--- config.mk ---
export PLATFORM = sky130hd
export DESIGN_NAME = gcr_sync_framer
export DESIGN_NICKNAME = d
export VERILOG_FILES = /design/src/rtl/gcr_sync_pkg.sv /design/src/rtl/gsd_sync_window.sv /design/src/rtl/gsd_byte_counter.sv /design/src/rtl/gsd_read_shifter.sv /design/src/rtl/gsd_write_shifter.sv /design/src/rtl/gcr_sync_framer.sv
export SDC_FILE = /design/constraint.sdc
export NUM_CORES = 1
export LEC_CHECK = 0
export CAP_MARGIN = 15
export CORE_AREA = 3 3 56 58
export DETAILED_ROUTE_END_ITERATION = 10
export DIE_AREA = 0 0 59 61
export PLACE_DENSITY = 0.73
export SYNTH_ARGS = -nofsm -noshare
export SYNTH_HDL_FRONTEND = slang
export SYNTH_SLANG_ARGS = --single-unit
--- constraint.sdc ---
create_clock -name clk -period 3.6 [get_ports clk]
set_clock_uncertainty 0.15 [all_clocks]
set_input_delay 1.08 -clock clk [delete_from_list [all_inputs] [get_ports clk]]
set_output_delay 1.08 -clock clk [all_outputs]
set_load 0.01 [all_outputs]
--- src/rtl/gcr_sync_pkg.sv ---
package gcr_sync_pkg;

  // Operating direction of the channel.
  typedef enum logic {
    MODE_READ  = 1'b0,
    MODE_WRITE = 1'b1
  } gsd_mode_e;

  // Default geometry.
  localparam int unsigned DEF_SYNC_LEN = 10;
  localparam int unsigned DEF_BYTE_W   = 8;

endpackage

--- src/rtl/gsd_sync_window.sv ---
module gsd_sync_window #(
  parameter int unsigned SYNC_LEN = 10
) (
  input  logic clk,
  input  logic rst_n,
  input  logic bit_en,
  input  logic bit_in,
  output logic sync_found,
  output logic sync_hit
);

  logic [SYNC_LEN-1:0] hist_q;
  logic [SYNC_LEN-1:0] next_hist;
  logic [SYNC_LEN-1:0] run_and;

  assign next_hist = {hist_q[SYNC_LEN-2:0], bit_in};

  // Wide AND over the incoming window, built as a chain.
  assign run_and[0] = next_hist[0];
  for (genvar g = 1; g < SYNC_LEN; g++) begin : g_and_chain
    assign run_and[g] = run_and[g-1] & next_hist[g];
  end

  assign sync_hit = bit_en & run_and[SYNC_LEN-1];

  always_ff @(posedge clk or negedge rst_n) begin
    if (!rst_n) begin
      hist_q <= '0;
    end else if (bit_en) begin
      hist_q <= next_hist;
    end
  end

  assign sync_found = &hist_q;

endmodule

--- src/rtl/gsd_byte_counter.sv ---
module gsd_byte_counter #(
  parameter int unsigned BYTE_W = 8,
  localparam int unsigned CNT_W = (BYTE_W > 1) ? $clog2(BYTE_W) : 1
) (
  input  logic             clk,
  input  logic             rst_n,
  input  logic             bit_en,
  input  logic             clear,
  output logic [CNT_W-1:0] count,
  output logic             boundary
);

  localparam logic [CNT_W-1:0] LAST = CNT_W'(BYTE_W - 1);

  function automatic logic [CNT_W-1:0] wrap_inc(input logic [CNT_W-1:0] c);
    return (c == LAST) ? '0 : c + CNT_W'(1);
  endfunction

  assign boundary = bit_en & (count == LAST);

  always_ff @(posedge clk or negedge rst_n) begin
    if (!rst_n) begin
      count <= '0;
    end else if (bit_en) begin
      count <= clear ? '0 : wrap_inc(count);
    end
  end

endmodule

--- src/rtl/gsd_read_shifter.sv ---
module gsd_read_shifter #(
  parameter int unsigned BYTE_W = 8
) (
  input  logic              clk,
  input  logic              rst_n,
  input  logic              bit_en,
  input  logic              bit_in,
  input  logic              deliver,
  output logic              byte_ready,
  output logic [BYTE_W-1:0] byte_data
);

  logic [BYTE_W-1:0] sr_q;
  logic [BYTE_W-1:0] sr_next;

  assign sr_next = {sr_q[BYTE_W-2:0], bit_in};

  always_ff @(posedge clk or negedge rst_n) begin
    if (!rst_n) begin
      sr_q       <= '0;
      byte_ready <= 1'b0;
      byte_data  <= '0;
    end else begin
      byte_ready <= deliver;
      if (bit_en) begin
        sr_q <= sr_next;
      end
      if (deliver) begin
        byte_data <= sr_next;
      end
    end
  end

endmodule

--- src/rtl/gsd_write_shifter.sv ---
module gsd_write_shifter #(
  parameter int unsigned BYTE_W = 8
) (
  input  logic              clk,
  input  logic              rst_n,
  input  logic              bit_en,
  input  logic              write_mode,
  input  logic              wr_req,
  input  logic              boundary,
  input  logic [BYTE_W-1:0] wr_data,
  output logic              start_now,
  output logic              wr_start,
  output logic              wr_bit
);

  logic              pending_q;
  logic [BYTE_W-1:0] sr_q;

  assign start_now = write_mode & boundary & (pending_q | wr_req);

  always_ff @(posedge clk or negedge rst_n) begin
    if (!rst_n) begin
      pending_q <= 1'b0;
      wr_start  <= 1'b0;
      sr_q      <= '0;
    end else begin
      wr_start <= start_now;
      if (!write_mode || start_now) begin
        pending_q <= 1'b0;
      end else if (wr_req) begin
        pending_q <= 1'b1;
      end
      if (start_now) begin
        sr_q <= wr_data;
      end else if (bit_en) begin
        sr_q <= {sr_q[BYTE_W-2:0], 1'b0};
      end
    end
  end

  assign wr_bit = sr_q[BYTE_W-1];

endmodule

--- src/rtl/gcr_sync_framer.sv ---
module gcr_sync_framer #(
  parameter int unsigned SYNC_LEN = gcr_sync_pkg::DEF_SYNC_LEN,
  parameter int unsigned BYTE_W   = gcr_sync_pkg::DEF_BYTE_W
) (
  input  logic              clk,
  input  logic              rst_n,
  input  logic              bit_en,
  input  logic              bit_in,
  input  logic              mode_write,
  input  logic              wr_req,
  input  logic [BYTE_W-1:0] wr_data,
  output logic              sync_found,
  output logic              byte_ready,
  output logic [BYTE_W-1:0] byte_data,
  output logic              wr_start,
  output logic              wr_bit
);

  import gcr_sync_pkg::*;

  localparam int unsigned CNT_W = (BYTE_W > 1) ? $clog2(BYTE_W) : 1;

  gsd_mode_e        mode;
  logic             sync_hit;
  logic             cnt_clear;
  logic [CNT_W-1:0] bit_count;
  logic             boundary;
  logic             deliver;
  logic             start_now;

  assign mode      = gsd_mode_e'(mode_write);
  // Read framing restarts on sync; write framing free-runs.
  assign cnt_clear = (mode == MODE_READ) & sync_hit;
  assign deliver   = (mode == MODE_READ) & boundary & ~sync_hit;

  gsd_sync_window #(.SYNC_LEN(SYNC_LEN)) u_window (
    .clk        (clk),
    .rst_n      (rst_n),
    .bit_en     (bit_en),
    .bit_in     (bit_in),
    .sync_found (sync_found),
    .sync_hit   (sync_hit)
  );

  gsd_byte_counter #(.BYTE_W(BYTE_W)) u_counter (
    .clk      (clk),
    .rst_n    (rst_n),
    .bit_en   (bit_en),
    .clear    (cnt_clear),
    .count    (bit_count),
    .boundary (boundary)
  );

  gsd_read_shifter #(.BYTE_W(BYTE_W)) u_rd (
    .clk        (clk),
    .rst_n      (rst_n),
    .bit_en     (bit_en),
    .bit_in     (bit_in),
    .deliver    (deliver),
    .byte_ready (byte_ready),
    .byte_data  (byte_data)
  );

  gsd_write_shifter #(.BYTE_W(BYTE_W)) u_wr (
    .clk        (clk),
    .rst_n      (rst_n),
    .bit_en     (bit_en),
    .write_mode (mode == MODE_WRITE),
    .wr_req     (wr_req),
    .boundary   (boundary),
    .wr_data    (wr_data),
    .start_now  (start_now),
    .wr_start   (wr_start),
    .wr_bit     (wr_bit)
  );

endmodule

==> results of run 1 <==
cells in the final DEF, fill, tap and decap left out, types with 3 or more instances in the layout:
master / instances
mux2_2: 8
nor2_1: 3
inv_1: 3
a221o_1: 7
and3_1: 7
mux2_4: 7
clkbuf_4: 5
dfrtp_1: 32
clkdlybuf4s50_1: 25
power breakdown:
part | switching (mW) | leakage (nW) | internal, mW
Sequential | 0.0678 | 0.411 | 0.465
Clock | 0.118 | 0.0422 | 0.146
Combinational | 0.108 | 0.361 | 0.201
Total | 0.293 | 0.814 | 0.811
flip-flops by register name (all words and copies together), names as in the netlist:
name / cells
u_counter.count: 3
u_rd.byte_data: 8
u_rd.byte_ready: 1
u_window.hist_q: 10
u_wr.pending_q: 1
u_wr.sr_q: 8
u_wr.wr_start: 1
kinds of logic (layout without fill, tap and decap cells):
logic type               after synthesis  after routing  share of synthesized area
adder cells (fa/ha/maj)                2              2                    0.01862
flip-flops                            32             32                     0.5959
AO/OA/AOI/OAI                         15             15                    0.09218
multiplexers                          17             17                     0.1602
AND/OR/NAND/NOR                       21             21                    0.09033
buffers and inverters                 10             40                    0.04282
how the worst max path moves through the flow:
stage                                    to  slack, ns
final                            sync_found       0.52
after global routing             sync_found       0.41
after CTS                        sync_found       0.50
after detailed placement  u_rd.byte_data[3]       0.57
after global placement    u_rd.byte_data[7]       0.62
after floorplan                u_wr.sr_q[3]       1.32
worst max-delay path: stages, from the launching register on:
cell and delay [ns]:
dfrtp_1 0.40, nand4_1 0.12, nor3_2 0.31, and2_1 0.17, clkdlybuf4s50_1 0.52
metal layers:
metal	track usage	wire length (µm)	vias to the layer above
li1	-	-	414
met1	0.2100	1124	427
met2	0.2382	1090	18
met3	0.06596	129	6
met4	0.07120	42	0
met5	0	0	-
cell type report:
| class | count | area share |
|---|---|---|
| Sequential cell | 32 | 0.4751 |
| Timing Repair Buffer | 27 | 0.1574 |
| Multi-Input combinational cell | 55 | 0.2880 |
| Tap cell | 31 | 0.02301 |
| Clock buffer | 6 | 0.02450 |
| Clock inverter | 2 | 0.02079 |
| Inverter | 5 | 0.01114 |
==> impl_metrics.ini, run 1 <==
[status]
status = finished clean

[clocking]
numCtsBuffers = 5
cts_tree = built
clock_sinks = 32
post_cts_resized = 0
postCtsSetupBuffers = 0
clk_root_buffer_cell = clkbuf_4
cts_hold_buf = 0
clkTransAtPathRegs_ns = 0.10
clockBufferDepth = 2
h-tree-depth = 2
clkLatencyLatePin_ns = 0.33

[floorplanning]
dieArea_um2 = 3599
die_x_um = 59
die_h_um = 61
start_util = 0.4958
ios = 26
core-area_um2 = 2710
rows = 19

[timing]
slew_headroom = 0.6481
rsz0062_at_grt = false
max_freq_mhz = 324.7
min_period_ns = 3.080
final-hold-violation-count = 0
setup_tns_ns = 0
worstMarginPinSlew_ns = 0.5279
worst_slack_ns = 0.5201
whs_ns = 0.3666
drv_slew = 0
period_share = 0.8555
setup_viol = 0

[routing]
drtIter0Drc = 19
drtPass1Iterations = 4
vias_per_cell = 5.475
drc = 0
postRouteAntennaNets = 0
routed_wl_mm = 2.386
wire_per_inst_um = 15.10
num_vias = 865

[synth]
ys.flop_type = dfrtp_1
synth-edff-count = 0
seq_area_frac_synth = 0.5959
synth_top_area_frac = 0.5959
postSynthAreaPerCell_um2 = 13.85
yosys_register_bits = 32
synth_cell_types = 29
syn_area_um2 = 1344
syn-num-nets = 113
ys_top_cells_by_area = dfrtp_1 60%, mux2_4 7.8%, mux2_2 6.7%
syn_inst = 97
ys.warnings.count = 0
async_reset_ff_frac = 1.000
synthTopCellsByCount = 32 x dfrtp_1, 8 x mux2_2, 7 x a221o_1, 7 x and3_1, 7 x mux2_4
yosysMostFrequentCell = dfrtp_1
synth_top_cell_by_area = dfrtp_1

[global_route]
grt_usage = 0.1617
grt_max_degree = 33
antenna_found_initial = 0
grt_pass1_wl_mm = 4.250
overflow = 0
grt_pass1_vias = 917

[final_layout]
nNetsFinal = 142
drive_above_1_share = 0.2126
syn_to_final_growth_pct = 25.42
finalInstanceArea_um2 = 1685
filler_cell_count = 248
antennaDiodeCount = 0
seq_area_um2 = 800.8
fin_cells = 158
utilization = 0.6219
multi_input_area_um2 = 485.5

[hold_path]
hold_depth = 1
min_path_type = reg2reg
holdPathEnd = u_wr.sr_q[0]
hp-start = u_wr.sr_q[0]

[setup_path]
path_class = reg2out
worstPathArrival_ns = 1.85
timing.critical_path.required_ns = 2.37
r2r_slack_ns = 1.61
crit_path_end_kind = primary output
r2r_end = u_rd.byte_data[3]
path_max_fanout = 4
ff2ff_path_depth = 4
crit_path_start_kind = flop
crit_path_start = u_window.hist_q[5]
r2r_start = u_window.hist_q[5]

[placed_design]
hpwl_mm = 1.702
placed_area_um2 = 1609
portBuffers = 25
place_inst = 150
place.gp.congestion = 0.7286
pre_cts_ws_ns = 0.5739

[power_and_ir_drop]
power_leakage_nw = 0.8143
powerDensity_nw_per_um2 = 655.4
max-vdd-ir-drop_v = 0.0004254
power_mw = 1.105

[run]
maxCapViolations = 0
Note: power is estimated with default switching activity, not from simulation.
==> inputs of run 2 (changes only) <==
--- a/config.mk
+++ b/config.mk
@@ -6,10 +6,12 @@
 export NUM_CORES = 1
 export LEC_CHECK = 0
 export CAP_MARGIN = 15
-export CORE_AREA = 3 3 56 58
+export CORE_AREA = 3 3 63 65
+export CTS_BUF_LIST = sky130_fd_sc_hd__clkbuf_4 sky130_fd_sc_hd__clkbuf_8
 export DETAILED_ROUTE_END_ITERATION = 10
-export DIE_AREA = 0 0 59 61
-export PLACE_DENSITY = 0.73
+export DIE_AREA = 0 0 66 68
+export PLACE_DENSITY = 0.7
 export SYNTH_ARGS = -nofsm -noshare
 export SYNTH_HDL_FRONTEND = slang
+export SYNTH_HIERARCHICAL = 1
 export SYNTH_SLANG_ARGS = --single-unit
==> run 2 against run 1 <==
Synthesized area is 28% higher. Combinational power is 7.1% higher. Via count is 7.6% higher. Critical path depth is 1 lower. Cell count is 20% higher. Count of clock-buffer cells in the layout is 1 lower. Largest cell class unchanged. Wire length is 19% higher. Setup slack better by 0.099 ns. Cell area is 24% higher.
==> impl_metrics.ini, run 2 <==
[global_route]
grt_usage = 0.1464
grt_pass1_vias = 956
antenna_found_initial = 0
grt_max_degree = 40
grt_pass1_wl_mm = 4.767
overflow = 0

[synth]
seq_area_frac_synth = 0.5656
synthTopCellsByCount = 39 x dfrtp_1, 19 x mux2_4, 18 x mux2_2
synth_top_cell_by_area = dfrtp_1
synth_mux_area_frac = 0.2828
synth_compound_area_frac = 0.03263
syn_inst = 112
yosys_register_bits = 39
synth_cell_types = 20
postSynthAreaPerCell_um2 = 15.41
syn-num-nets = 128
synth-adder-area-share = 0.01450
syn_area_um2 = 1725
synthXorXnorAreaFrac = 0
yosysMostFrequentCell = dfrtp_1
ys.flop_type = dfrtp_1
synth_top_area_frac = 0.5656
ys_top_cells_by_area = dfrtp_1 57%, mux2_4 17%, mux2_2 12%
synth_top_family_by_area = multiplexers
async_reset_ff_frac = 1.000
ys.warnings.count = 6
synth-simple-area-share = 0.06309
synth-edff-count = 0

[final_layout]
largest_register_ffs = 10
drive_above_1_share = 0.3819
regMostFlops = u_window/hist_q
utilization = 0.6157
mostFrequentLayoutCells = 39 x dfrtp_1, 24 x clkdlybuf4s50_1, 19 x mux2_4, 18 x mux2_2
antennaDiodeCount = 0
filler_cell_count = 277
final_common_cell = dfrtp_1
nNetsFinal = 159
syn_to_final_growth_pct = 20.96
top_regs = u_window/hist_q x10, u_rd/byte_data x8, u_wr/sr_q x8
finalInstanceArea_um2 = 2087

[timing]
setup_viol = 0
setup_tns_ns = 0
final-hold-violation-count = 0
rsz0062_at_grt = false
max_freq_mhz = 335.5
slew_headroom = 0.4417
drv_slew = 0
worstMarginPinSlew_ns = 0.8374
worst_slack_ns = 0.6196
period_share = 0.8279
min_period_ns = 2.980

[clocking]
post_cts_resized = 0
postCtsSetupBuffers = 0
clockBufferDepth = 2
clkLatencyLatePin_ns = 0.35
clock_sinks = 39
clkTransAtPathRegs_ns = 0.12
cts_hold_buf = 0
h-tree-depth = 2
clk_root_buffer_cell = clkbuf_4
cts_tree = built
numCtsBuffers = 5

[power_and_ir_drop]
switching_power_uw = 327.0
p_int_uw = 921.8
powerDensity_nw_per_um2 = 598.4
power_leakage_nw = 0.9927
max-vdd-ir-drop_v = 0.0003788
power_mw = 1.249
p_seq_frac = 0.503
combPwrFrac = 0.264
sw_frac_of_total = 0.2618
clock_power_share = 0.232

[hold_path]
min_path_type = reg2reg
hp-start = u_rd/byte_data[7]
holdPathEnd = u_rd/byte_data[7]
hold_depth = 1

[setup_path]
path_max_fanout = 3
path_class = reg2out
r2r_end = u_rd/byte_data[2]
crit_path_start_kind = flop
worstPathArrival_ns = 1.75
crit_path_end_kind = primary output
r2r_slack_ns = 1.67
ff2ff_path_depth = 6
r2r_start = u_counter/count[0]
timing.critical_path.required_ns = 2.37

[routing]
drc = 0
vias_per_cell = 4.900
wire_per_inst_um = 14.96
drtPass1Iterations = 4
routed_wl_mm = 2.843
drtIter0Drc = 28
num_vias = 931
postRouteAntennaNets = 0

[floorplanning]
ios = 26
die_h_um = 68
core-area_um2 = 3390
die_x_um = 66
rows = 21
start_util = 0.5090
dieArea_um2 = 4488

[placed_design]
hpwl_mm = 1.937
pre_cts_ws_ns = 0.7440
placed_area_um2 = 2006
portBuffers = 25
place.gp.congestion = 0.8176

[status]
status = finished clean

[run]
maxCapViolations = 0
-- run 2: cell types whose count changed after synthesis, sizes merged, moves of 3 or more --
cell / change
dfrtp: +7
o21ai: +4
mux2: +22
inv: +3
a221o: -7
nor3: -3
and3: -7
-- run 2: final cells by class --
| class | instances | area [µm²] | share of cell area |
|---|---|---|---|
| Sequential cell | 39 | 975.9 | 0.4676 |
| Timing Repair Buffer | 28 | 267.8 | 0.1283 |
| Clock buffer | 5 | 37.54 | 0.01799 |
| Inverter | 7 | 26.28 | 0.01259 |
| Multi-Input combinational cell | 62 | 678.2 | 0.3249 |
| Clock inverter | 3 | 43.79 | 0.02098 |
| Tap cell | 46 | 57.56 | 0.02758 |
-- run 2: metrics by stage --
step / hold WS [ns] / std cells
finish: 0.3722 / 190
global route: 0.3890 / 190
CTS: 0.3772 / 190
detailed placement: 0.3482 / 182
global placement: 0.3422 / 182
floorplan: 0.3164 / 112
-- run 2: critical path, stage by stage (launching register included) --
cell and delay, ns:
dfrtp_1 0.41, nand4_1 0.14, nor4_1 0.27, clkdlybuf4s50_1 0.59
-- run 2: cell families after synthesis --
family,count (synthesis)
buffers and inverters,11
multiplexers,37
flip-flops,39
AND/OR/NAND/NOR,15
AO/OA/AOI/OAI,8
adder cells (fa/ha/maj),2
-- run 2: power groups by stage --
stage / clock [mW] / combinational [mW] / sequential, mW
6_report: 0.290 / 0.330 / 0.629
2_1_floorplan: 0 / 0.185 / 0.637
3_3_place_gp: 0 / 0.324 / 0.629
5_1_grt: 0.321 / 0.365 / 0.644
4_1_cts: 0.304 / 0.336 / 0.630
3_5_place_dp: 0 / 0.335 / 0.636
-- run 2: how the worst max path moves through the flow --
| stage | from | end | slack, ns | depth (start not counted) |
|---|---|---|---|---|
| after floorplan | bit_en | u_rd/byte_data[0] | 1.34 | 6 |
| after global placement | bit_in | u_rd/byte_data[7] | 0.77 | 6 |
| after detailed placement | bit_in | u_rd/byte_data[6] | 0.74 | 6 |
| after CTS | u_window/hist_q[5] | sync_found | 0.58 | 3 |
| after global routing | u_window/hist_q[8] | sync_found | 0.48 | 3 |
| final | u_window/hist_q[5] | sync_found | 0.62 | 3 |
-- run 2: routing by layer --
metal,track usage,vias up,share of wire
met2,0.2090,21,0.47
met3,0.04105,5,0.043
met5,0,-,0
met1,0.2000,452,0.47
met4,0.08376,0,0.017
li1,-,453,-
